`config.mk`:
```
export PLATFORM = sky130hd
export DESIGN_NAME = pic_cascade
export DESIGN_NICKNAME = d
export VERILOG_FILES = /design/src/rtl/pic_pkg.sv /design/src/rtl/pic_resolve.sv /design/src/rtl/pic_stage.sv /design/src/rtl/pic_cascade.sv
export SDC_FILE = /design/constraint.sdc
export NUM_CORES = 1
export LEC_CHECK = 0
export BUFFER_PORTS_ARGS = -buffer_cell sky130_fd_sc_hd__buf_2
export CORE_MARGIN = 3
export CORE_UTILIZATION = 25
export CTS_BUF_LIST = sky130_fd_sc_hd__clkbuf_4
export DETAILED_ROUTE_END_ITERATION = 8
export GPL_ROUTABILITY_DRIVEN = 0
export PLACE_DENSITY = 0.4
export SLEW_MARGIN = 20
export SYNTH_ARGS = -nofsm -noshare
export SYNTH_HDL_FRONTEND = slang
export SYNTH_HIERARCHICAL = 1
export SYNTH_SLANG_ARGS = --single-unit
```
`constraint.sdc`:
```
create_clock -name clk -period 11.25 [get_ports clk]
set_input_delay 2.25 -clock clk [delete_from_list [all_inputs] [get_ports clk]]
set_output_delay 2.25 -clock clk [all_outputs]
set_load 0.005 [all_outputs]
```
`src/rtl/pic_pkg.sv`:
```
package pic_pkg;

    typedef enum logic [1:0] {
        ST_IDLE  = 2'd0,
        ST_RAISE = 2'd1,
        ST_DONE  = 2'd2
    } ack_state_t;

    localparam logic [1:0] ADDR_PRI_MASK = 2'd0;
    localparam logic [1:0] ADDR_SEC_MASK = 2'd1;
    localparam logic [1:0] ADDR_PRI_EOI  = 2'd2;
    localparam logic [1:0] ADDR_SEC_EOI  = 2'd3;
    localparam int         EOI_SPEC_BIT  = 7;

endpackage

```
`src/rtl/pic_resolve.sv`:
```
module pic_resolve #(
    parameter int LINES = 8,
    localparam int IDX_W = $clog2(LINES)
) (
    input  logic [LINES-1:0] cand,
    input  logic [LINES-1:0] isr,
    output logic             hit,
    output logic [IDX_W-1:0] hit_lvl
);

    // Walk from the highest level (index 0) downward. An in-service bit
    // stops the walk, blocking its own level and every lower one.
    always_comb begin
        logic stop;
        hit     = 1'b0;
        hit_lvl = '0;
        stop    = 1'b0;
        for (int i = 0; i < LINES; i++) begin
            if (!stop) begin
                if (isr[i]) begin
                    stop = 1'b1;
                end else if (cand[i]) begin
                    hit     = 1'b1;
                    hit_lvl = IDX_W'(i);
                    stop    = 1'b1;
                end
            end
        end
    end

endmodule

```
`src/rtl/pic_stage.sv`:
```
module pic_stage #(
    parameter int               LINES       = 8,
    parameter int               SYNC_STAGES = 2,
    parameter logic [LINES-1:0] CASC_MASK   = '0,
    localparam int              IDX_W       = $clog2(LINES)
) (
    input  logic             clk,
    input  logic             rst_n,
    input  logic [LINES-1:0] req_raw,
    input  logic             casc_req,
    input  logic             mask_we,
    input  logic [LINES-1:0] mask_d,
    input  logic             eoi_we,
    input  logic             eoi_spec,
    input  logic [IDX_W-1:0] eoi_lvl,
    input  logic             ack,
    input  logic [IDX_W-1:0] ack_lvl,
    output logic             pend_valid,
    output logic [IDX_W-1:0] pend_lvl
);

    logic [SYNC_STAGES-1:0][LINES-1:0] sync_q;
    logic [LINES-1:0] prev_q;
    logic [LINES-1:0] rise;
    logic [LINES-1:0] irr_q;
    logic [LINES-1:0] isr_q;
    logic [LINES-1:0] mask_q;
    logic [LINES-1:0] eff_req;
    logic [LINES-1:0] ack_vec;
    logic [LINES-1:0] eoi_vec;

    // Input synchronizer and rising-edge detect.
    always_ff @(posedge clk or negedge rst_n) begin
        if (!rst_n) begin
            sync_q <= '0;
            prev_q <= '0;
        end else begin
            sync_q <= {sync_q[SYNC_STAGES-2:0], req_raw};
            prev_q <= sync_q[SYNC_STAGES-1];
        end
    end

    // Lines owned by the cascade never latch from their pins.
    assign rise    = sync_q[SYNC_STAGES-1] & ~prev_q & ~CASC_MASK;
    assign ack_vec = ack ? (LINES'(1) << ack_lvl) : '0;

    always_comb begin
        if (!eoi_we)
            eoi_vec = '0;
        else if (eoi_spec)
            eoi_vec = LINES'(1) << eoi_lvl;
        else
            eoi_vec = isr_q & (~isr_q + LINES'(1));
    end

    always_ff @(posedge clk or negedge rst_n) begin
        if (!rst_n) begin
            irr_q  <= '0;
            isr_q  <= '0;
            mask_q <= '1;
        end else begin
            irr_q <= (irr_q & ~ack_vec) | rise;
            isr_q <= (isr_q & ~eoi_vec) | ack_vec;
            if (mask_we)
                mask_q <= mask_d;
        end
    end

    // The cascade line requests by level, straight from the lower stage.
    assign eff_req = (irr_q & ~CASC_MASK) | (casc_req ? CASC_MASK : '0);

    pic_resolve #(.LINES(LINES)) u_resolve (
        .cand    (eff_req & ~mask_q),
        .isr     (isr_q),
        .hit     (pend_valid),
        .hit_lvl (pend_lvl)
    );

    AST_MASK_HIDES: assert property (@(posedge clk) disable iff (!rst_n)
        pend_valid |-> !mask_q[pend_lvl]);

    AST_NOT_IN_SERVICE: assert property (@(posedge clk) disable iff (!rst_n)
        pend_valid |-> !isr_q[pend_lvl]);

    AST_ACK_SETS_ISR: assert property (@(posedge clk) disable iff (!rst_n)
        ack |=> isr_q[$past(ack_lvl)]);

    AST_NONSPEC_ONE: assert property (@(posedge clk) disable iff (!rst_n)
        (eoi_we && !eoi_spec && !ack && (isr_q != '0)) |=>
        ($countones(isr_q) == $countones($past(isr_q)) - 1));

    AST_SPEC_CLEARS: assert property (@(posedge clk) disable iff (!rst_n)
        (eoi_we && eoi_spec && !ack) |=> !isr_q[$past(eoi_lvl)]);

endmodule

```
`src/rtl/pic_cascade.sv`:
```
module pic_cascade
    import pic_pkg::*;
#(
    parameter int         LINES        = 8,
    parameter int         CASCADE_LINE = 2,
    parameter int         SYNC_STAGES  = 2,
    parameter logic [7:0] PRI_BASE     = 8'h08,
    parameter logic [7:0] SEC_BASE     = 8'h70
) (
    input  logic             clk,
    input  logic             rst_n,
    input  logic [LINES-1:0] irq_pri,
    input  logic [LINES-1:0] irq_sec,
    input  logic             wr_en,
    input  logic [1:0]       wr_addr,
    input  logic [7:0]       wr_data,
    input  logic             inta,
    output logic             int_out,
    output logic             vec_valid,
    output logic [7:0]       vec_out
);

    localparam int               IDX_W = $clog2(LINES);
    localparam logic [LINES-1:0] CASC  = LINES'(1) << CASCADE_LINE;

    ack_state_t       state_q, state_d;
    logic             p_valid, s_valid;
    logic [IDX_W-1:0] p_lvl, s_lvl;
    logic             p_ack, s_ack;
    logic [7:0]       vec_q, vec_d;
    logic             eoi_spec;
    logic [IDX_W-1:0] eoi_lvl;

    assign eoi_spec = wr_data[EOI_SPEC_BIT];
    assign eoi_lvl  = wr_data[IDX_W-1:0];

    assign p_ack = (state_q == ST_RAISE) && inta && p_valid;
    assign s_ack = p_ack && (p_lvl == IDX_W'(CASCADE_LINE));

    pic_stage #(
        .LINES(LINES), .SYNC_STAGES(SYNC_STAGES), .CASC_MASK('0)
    ) u_sec (
        .clk        (clk),
        .rst_n      (rst_n),
        .req_raw    (irq_sec),
        .casc_req   (1'b0),
        .mask_we    (wr_en && wr_addr == ADDR_SEC_MASK),
        .mask_d     (wr_data[LINES-1:0]),
        .eoi_we     (wr_en && wr_addr == ADDR_SEC_EOI),
        .eoi_spec   (eoi_spec),
        .eoi_lvl    (eoi_lvl),
        .ack        (s_ack),
        .ack_lvl    (s_lvl),
        .pend_valid (s_valid),
        .pend_lvl   (s_lvl)
    );

    pic_stage #(
        .LINES(LINES), .SYNC_STAGES(SYNC_STAGES), .CASC_MASK(CASC)
    ) u_pri (
        .clk        (clk),
        .rst_n      (rst_n),
        .req_raw    (irq_pri),
        .casc_req   (s_valid),
        .mask_we    (wr_en && wr_addr == ADDR_PRI_MASK),
        .mask_d     (wr_data[LINES-1:0]),
        .eoi_we     (wr_en && wr_addr == ADDR_PRI_EOI),
        .eoi_spec   (eoi_spec),
        .eoi_lvl    (eoi_lvl),
        .ack        (p_ack),
        .ack_lvl    (p_lvl),
        .pend_valid (p_valid),
        .pend_lvl   (p_lvl)
    );

    // Next-state logic of the acknowledge handshake.
    always_comb begin
        state_d = state_q;
        unique case (state_q)
            ST_IDLE:  if (p_valid) state_d = ST_RAISE;
            ST_RAISE: if (!p_valid)   state_d = ST_IDLE;
                      else if (inta)  state_d = ST_DONE;
            ST_DONE:  state_d = ST_IDLE;
            default:  state_d = ST_IDLE;
        endcase
    end

    always_ff @(posedge clk or negedge rst_n) begin
        if (!rst_n)
            state_q <= ST_IDLE;
        else
            state_q <= state_d;
    end

    assign vec_d = s_ack ? (SEC_BASE + 8'(s_lvl)) : (PRI_BASE + 8'(p_lvl));

    always_ff @(posedge clk or negedge rst_n) begin
        if (!rst_n)
            vec_q <= '0;
        else if (p_ack)
            vec_q <= vec_d;
    end

    always_comb begin
        int_out   = (state_q == ST_RAISE);
        vec_valid = (state_q == ST_DONE);
        vec_out   = vec_q;
    end

    AST_INT_DROPS: assert property (@(posedge clk) disable iff (!rst_n)
        (int_out && inta) |=> (!int_out && vec_valid));

    AST_VEC_FROM_ACK: assert property (@(posedge clk) disable iff (!rst_n)
        vec_valid |-> $past(int_out && inta));

    AST_VEC_SINGLE: assert property (@(posedge clk) disable iff (!rst_n)
        vec_valid |=> !vec_valid);

    AST_VEC_LEGAL: assert property (@(posedge clk) disable iff (!rst_n)
        vec_valid |-> (((vec_out - PRI_BASE) < 8'(LINES) &&
                        (vec_out - PRI_BASE) != 8'(CASCADE_LINE)) ||
                       ((vec_out - SEC_BASE) < 8'(LINES))));

endmodule

```
### Yosys cells after proc, flatten, opt, wreduce, memory -nomap -nowiden

Cells that the tools add are included.

* register bits after elaboration: 106
* bits of input ports: 30
* output and inout port bits: 10
* word-level logic and storage cells: 202

* $add $sub $neg: 4
* equal/unequal tests: 8
* shift-type cells: 3
* muxes and demuxes: 138
* bitwise logic cells: 25
* reduce and logical (&&, ||, !) cells: 10

Operators with widths (number)
* 2-to-1 mux 3 bit: 37
* 2-to-1 mux 1 bit: 90
* bitwise AND 8 bit: 10
* inverter 8 bit: 10
* 2-to-1 mux 8 bit: 7
* OR 8 bit: 5
* left shift 1 x 3 -> 8 bit (first input constant): 3
* adder 8 x 1 -> 8 bit (second input constant): 2
* adder 7 x 3 -> 8 bit (first input constant): 1
* logical AND 1 bit: 7
* equality test 2 bit (second input constant): 3
* 2-to-1 mux 2 bit: 3
* adder 4 x 3 -> 5 bit (first input constant): 1
* equality test 2 x 1 -> 1 bit (second input constant): 2
* logical NOT 2 bit: 2
* one-hot mux 2 bit (2 select lines): 1
* equality test 3 x 2 -> 1 bit (second input constant): 1
* != test 3 bit (second input constant): 1
* != test 2 bit (second input constant): 1
* AND reduction 2 bit: 1

### Logic depth before layout (Yosys ltp)

* depth after elaboration: 57
* depth in mapped cells: 18
* mapped depth without buffers: 18

### Hierarchy

Netlist, hierarchy kept.

Modules (own cells, without submodules)
* pic_stage (u_sec): times used 1, cells an instance 139, area each 1800.5 um^2, sequential area each 1211.2 um^2
* pic_stage (u_pri): times used 1, cells an instance 132, area each 1667.8 um^2, sequential area each 1111.1 um^2
* pic_cascade: times used 1, cells an instance 39, area each 387.9 um^2, sequential area each 175.2 um^2
* pic_resolve: times used 2, cells an instance 23, area each 131.4 um^2, sequential area each 0.0 um^2

### Worst setup path before layout

Ideal clock, no wire load.

* path kind: reg2reg
* start point: register u_sec.mask_q[7]
* end point: register u_sec.irr_q[4], in the netlist u_sec/eff_req[4]
* library setup time: 0.121 ns
* arrival: 3.566 ns
* required time: 11.129 ns
* slack: 7.563 ns
* cell stages (with the launch flop): 18
* path buffers: 0
* period minus slack after synthesis: 3.687 ns
* path through: dfstp_2 nor2b_1 nor2b_1 o21ai_0 a21oi_1 or2_2 nor2b_1 nor3_2 nand3_1 a21oi_1 or2_2 nand4b_4 clkinv_4 nand3_4 inv_1 nand2b_4 or3b_1 a22o_1

* elaborated cells between the ends (all ways): 62
* classes of those cells: eq/ne (1); shift (1); mux (51); bitwise (7); reduce/logical (2)

RTL lines
* from (decl): RTL line pic_stage.sv:27 `logic [LINES-1:0] mask_q;`
* from (signal assigned): RTL line pic_stage.sv:65 `mask_q <= mask_d;`
* inverter 8 bit: RTL line pic_stage.sv:73 `.cand (eff_req & ~mask_q),`
* bitwise AND 8 bit: RTL line pic_stage.sv:73
* 2-to-1 mux 3 bit: RTL line pic_resolve.sv:22 `end else if (cand[i]) begin`
* 2-to-1 mux 3 bit: RTL line pic_resolve.sv:20 `if (isr[i]) begin`
* 2-to-1 mux 3 bit: RTL line pic_resolve.sv:19 `if (!stop) begin`
* net s_lvl[2]: RTL line pic_cascade.sv:28 `logic [IDX_W-1:0] p_lvl, s_lvl;`
* left shift 1 x 3 -> 8 bit: RTL line pic_stage.sv:45 `assign ack_vec = ack ? (LINES'(1) << ack_lvl) : '0;`
* 2-to-1 mux 8 bit: RTL line pic_stage.sv:45
* inverter 8 bit: RTL line pic_stage.sv:62 `irr_q <= (irr_q & ~ack_vec) | rise;`
* bitwise AND 8 bit: RTL line pic_stage.sv:62
* OR 8 bit: RTL line pic_stage.sv:62
* to (signal assigned): RTL line pic_stage.sv:62
* to (decl): RTL line pic_stage.sv:25 `logic [LINES-1:0] irr_q;`

The timed path passes the listed nets, and every way through them passes these cells.
A chain may end at the register's enable or synchronous reset.

### Final worst setup path

Same ends and word-level chain as after synthesis.

==> out/metrics.yaml <==
fin_ws_ns: 7.07
yosys-top-cells-count: "dfrtp_1, inv_1, o21ai_0"
start_util_pct: 25.7
min_period_over_period_pct: 37.2
startpoint_type: "flop"
drive_gt1_share_pct: 26.5
post_drt_wl_per_cell_um: 14.8
outcome: "finished clean"
required_ns: 11.61
yosysSeqAreaShare_pct: 60.6
post_dp_cell_area_um2: 4580
worstSetupPathType: "reg -> reg"
drt_pass1_iterations: 4
critical-path-max-stage-delay_ns: 0.55
post-synth-top-area-fraction_pct: 50.4
cp_cell_sequence: "nor2b_1 -> nor2b_1 -> o21ai_0 -> a21oi_1 -> buf_4 -> or2_2 -> nor2b_1 -> nor3_2 -> nand3_1 -> a21oi_1 -> buf_4 -> or2_2 -> nand4b_4 -> clkinv_4 -> nand3_4 -> inv_1 -> nand2b_4 -> or3b_1 -> a22o_1"
fin_skew_ns: 0.0173
worstMarginPinSlew_ns: 0.858
track_usage_pct: 10.9
dieArea_um2: 18100
antenna_found_initial: 3
hold_viol: 0
synthArstFlopShare_pct: 100
hpwl_um: 6240
htreeDepth: 3
fp-row-count: 46
viasPerCell: 4.43
die_width_um: 134
synth-seq-cells: 99
portBuffers: 37
place_ws_ns: 7.08
synth_top_cell_by_area: "dfrtp_1"
fin_nets: 432
grt_pass1_wl_um: 15100
hold_class: "reg -> reg"
clockBufferDepth: 2
wl_um: 9250
cts_made_buffers: 9
cp_max_fo: 13
dp.cells: 607
fmax_mhz: 239
tritoncts: "built"
layout_min_cycle_time_ns: 4.18
yosysWarnings: 6
finalSetupViolations: 0
tns_ns: 0
cts_hold_buf: 0
synth-edff-count: 0
syn-instance-count: 356
grt-ovfl-total: 0
synthFlopType: "dfrtp_1"
syn2layout_area_growth_pct: 14.4
critPathSlowestCell: "dfstp_2"
drcViolationCount: 0
max_cap_viol_count: 0
rsz0062_at_grt: "false"
clock_sinks: 99
synthesis.nets: 386
io_pins: 40
cts_setup_buffers: 0
cts_resized: 0
grt_start_max_net_pins: 58
slew_headroom_pct: 42.6
powerDensity_nw_per_um2: 173
crit_arrival_ns: 4.54
netlist_area_um2: 4120
final_max_slew_viol_count: 0
synth.distinct_cells: 57
finalNonFillerCells: 624
syn_area_per_cell_um2: 11.6
grt_pass1_vias: 2642
synth_area_leaders: "dfrtp_1, dfstp_2, mux2_2"
path_clk_slew_ns: 0.15
endpoint_kind: "flop"
core_um2: 16000
ir_worst_vdd_mv: 0.0654
die_h_um: 134
ant_nets: 0
finalInstanceArea_um2: 4710
crit_top_cell: "nor2b_1"
power.leakage_uw: 0.00209
drtIter0Drc: 105
clk_root_buffer_cell: "clkbuf_4"
synth_most_common_cell: "dfrtp_1"
vias: 2765
clock_latency_ns: 0.46
sequential cells by signal, summed over array words and instances, names as in the netlist, 8 cells and up:
register,count
u_sec/sync_q,16
u_pri/sync_q,14
u_pri/isr_q,8
u_pri/mask_q,8
u_sec/eff_req,8
u_sec/isr_q,8
u_sec/mask_q,8
u_sec/prev_q,8
per-layer routing:
metal	up-vias	wire, um	global-route usage (%)
met4	4	183	3.90
met1	1334	4860	16.3
met3	18	422	3.49
li1	1354	-	-
met5	-	21	0
met2	55	3770	14.7
critical path, delay by kind of cell, from the launching register on:
kind / cells / cell delay (ns)
AOI/OAI and AO/OA: 4 / 0.81
buffers and inverters: 4 / 0.79
and+or+nand+nor: 11 / 1.95
DFF: 1 / 0.55
per-stage QoR:
| stage | utilization, % | power (uW) | hold WS (ns) |
|---|---|---|---|
| after floorplan | - | 570 | 0.331 |
| after global placement | 28.7 | 637 | 0.332 |
| after detailed placement | 28.7 | 641 | 0.335 |
| after CTS | 29.4 | 833 | 0.362 |
| after global routing | 29.5 | 877 | 0.367 |
| final | 29.5 | 815 | 0.351 |
cell usage in the layout, fill, tap and decap left out, types with 4 or more instances in the layout:
cell type / instances
dfrtp_1: 83
buf_2: 36
inv_1: 35
o21ai_0: 25
nor2_1: 19
mux2_2: 18
a21oi_1: 16
dfstp_2: 16
nor2b_1: 15
nand2_1: 15
clkbuf_4: 9
buf_4: 8
nor3_1: 8
o22ai_1: 7
nor4_1: 6
nand2b_1: 5
clkinv_2: 5
nand3b_1: 4
a211oi_1: 4
nor4bb_1: 4
where the power goes:
| part | leakage (uW) | total, uW | internal, uW | switching, uW |
|---|---|---|---|---|
| clock network | 0.0000767 | 183 | 65.3 | 117 |
| logic | 0.000893 | 189 | 84.3 | 105 |
| registers | 0.00112 | 443 | 406 | 37.0 |
cell families after synthesis:
kind of cell | synth area share [%]
AOI/OAI and AO/OA | 12.8
other | 0.0910
DFF | 60.6
buffers and inverters | 4.62
and+or+nand+nor | 16.9
muxes | 4.92
cell type report:
| type | count | area [um^2] |
|---|---|---|
| diodes | 1 | 2.50 |
| clock buffers | 9 | 67.6 |
| clock inverters | 7 | 58.8 |
| fillers | 1703 | 11300 |
| inverters | 36 | 140 |
| multi-input cells | 212 | 1440 |
| flip-flops and latches | 99 | 2500 |
| well taps | 216 | 270 |
| repair buffers | 44 | 240 |
worst paths after layout:
kind | cells past startpoint | slack, ns | from | to
worst max-delay path | 19 | 7.07 | u_sec/mask_q[7]$_DFFE_PN1P_ | u_sec/eff_req[4]$_DFF_PN0_
worst min-delay path | 0 | 0.35 | u_pri/sync_q[5]$_DFF_PN0_ | u_pri/sync_q[13]$_DFF_PN0_
worst max register to register | 19 | 7.07 | u_sec/mask_q[7]$_DFFE_PN1P_ | u_sec/eff_req[4]$_DFF_PN0_
worst min register to register | 0 | 0.35 | u_pri/sync_q[5]$_DFF_PN0_ | u_pri/sync_q[13]$_DFF_PN0_
max in group asynchronous | 2 | 8.33 | rst_n | u_sec/eff_req[0]$_DFF_PN0_
min in group asynchronous | 1 | 1.76 | rst_n | u_pri/sync_q[9]$_DFF_PN0_
(Power assumes the default switching activity.)
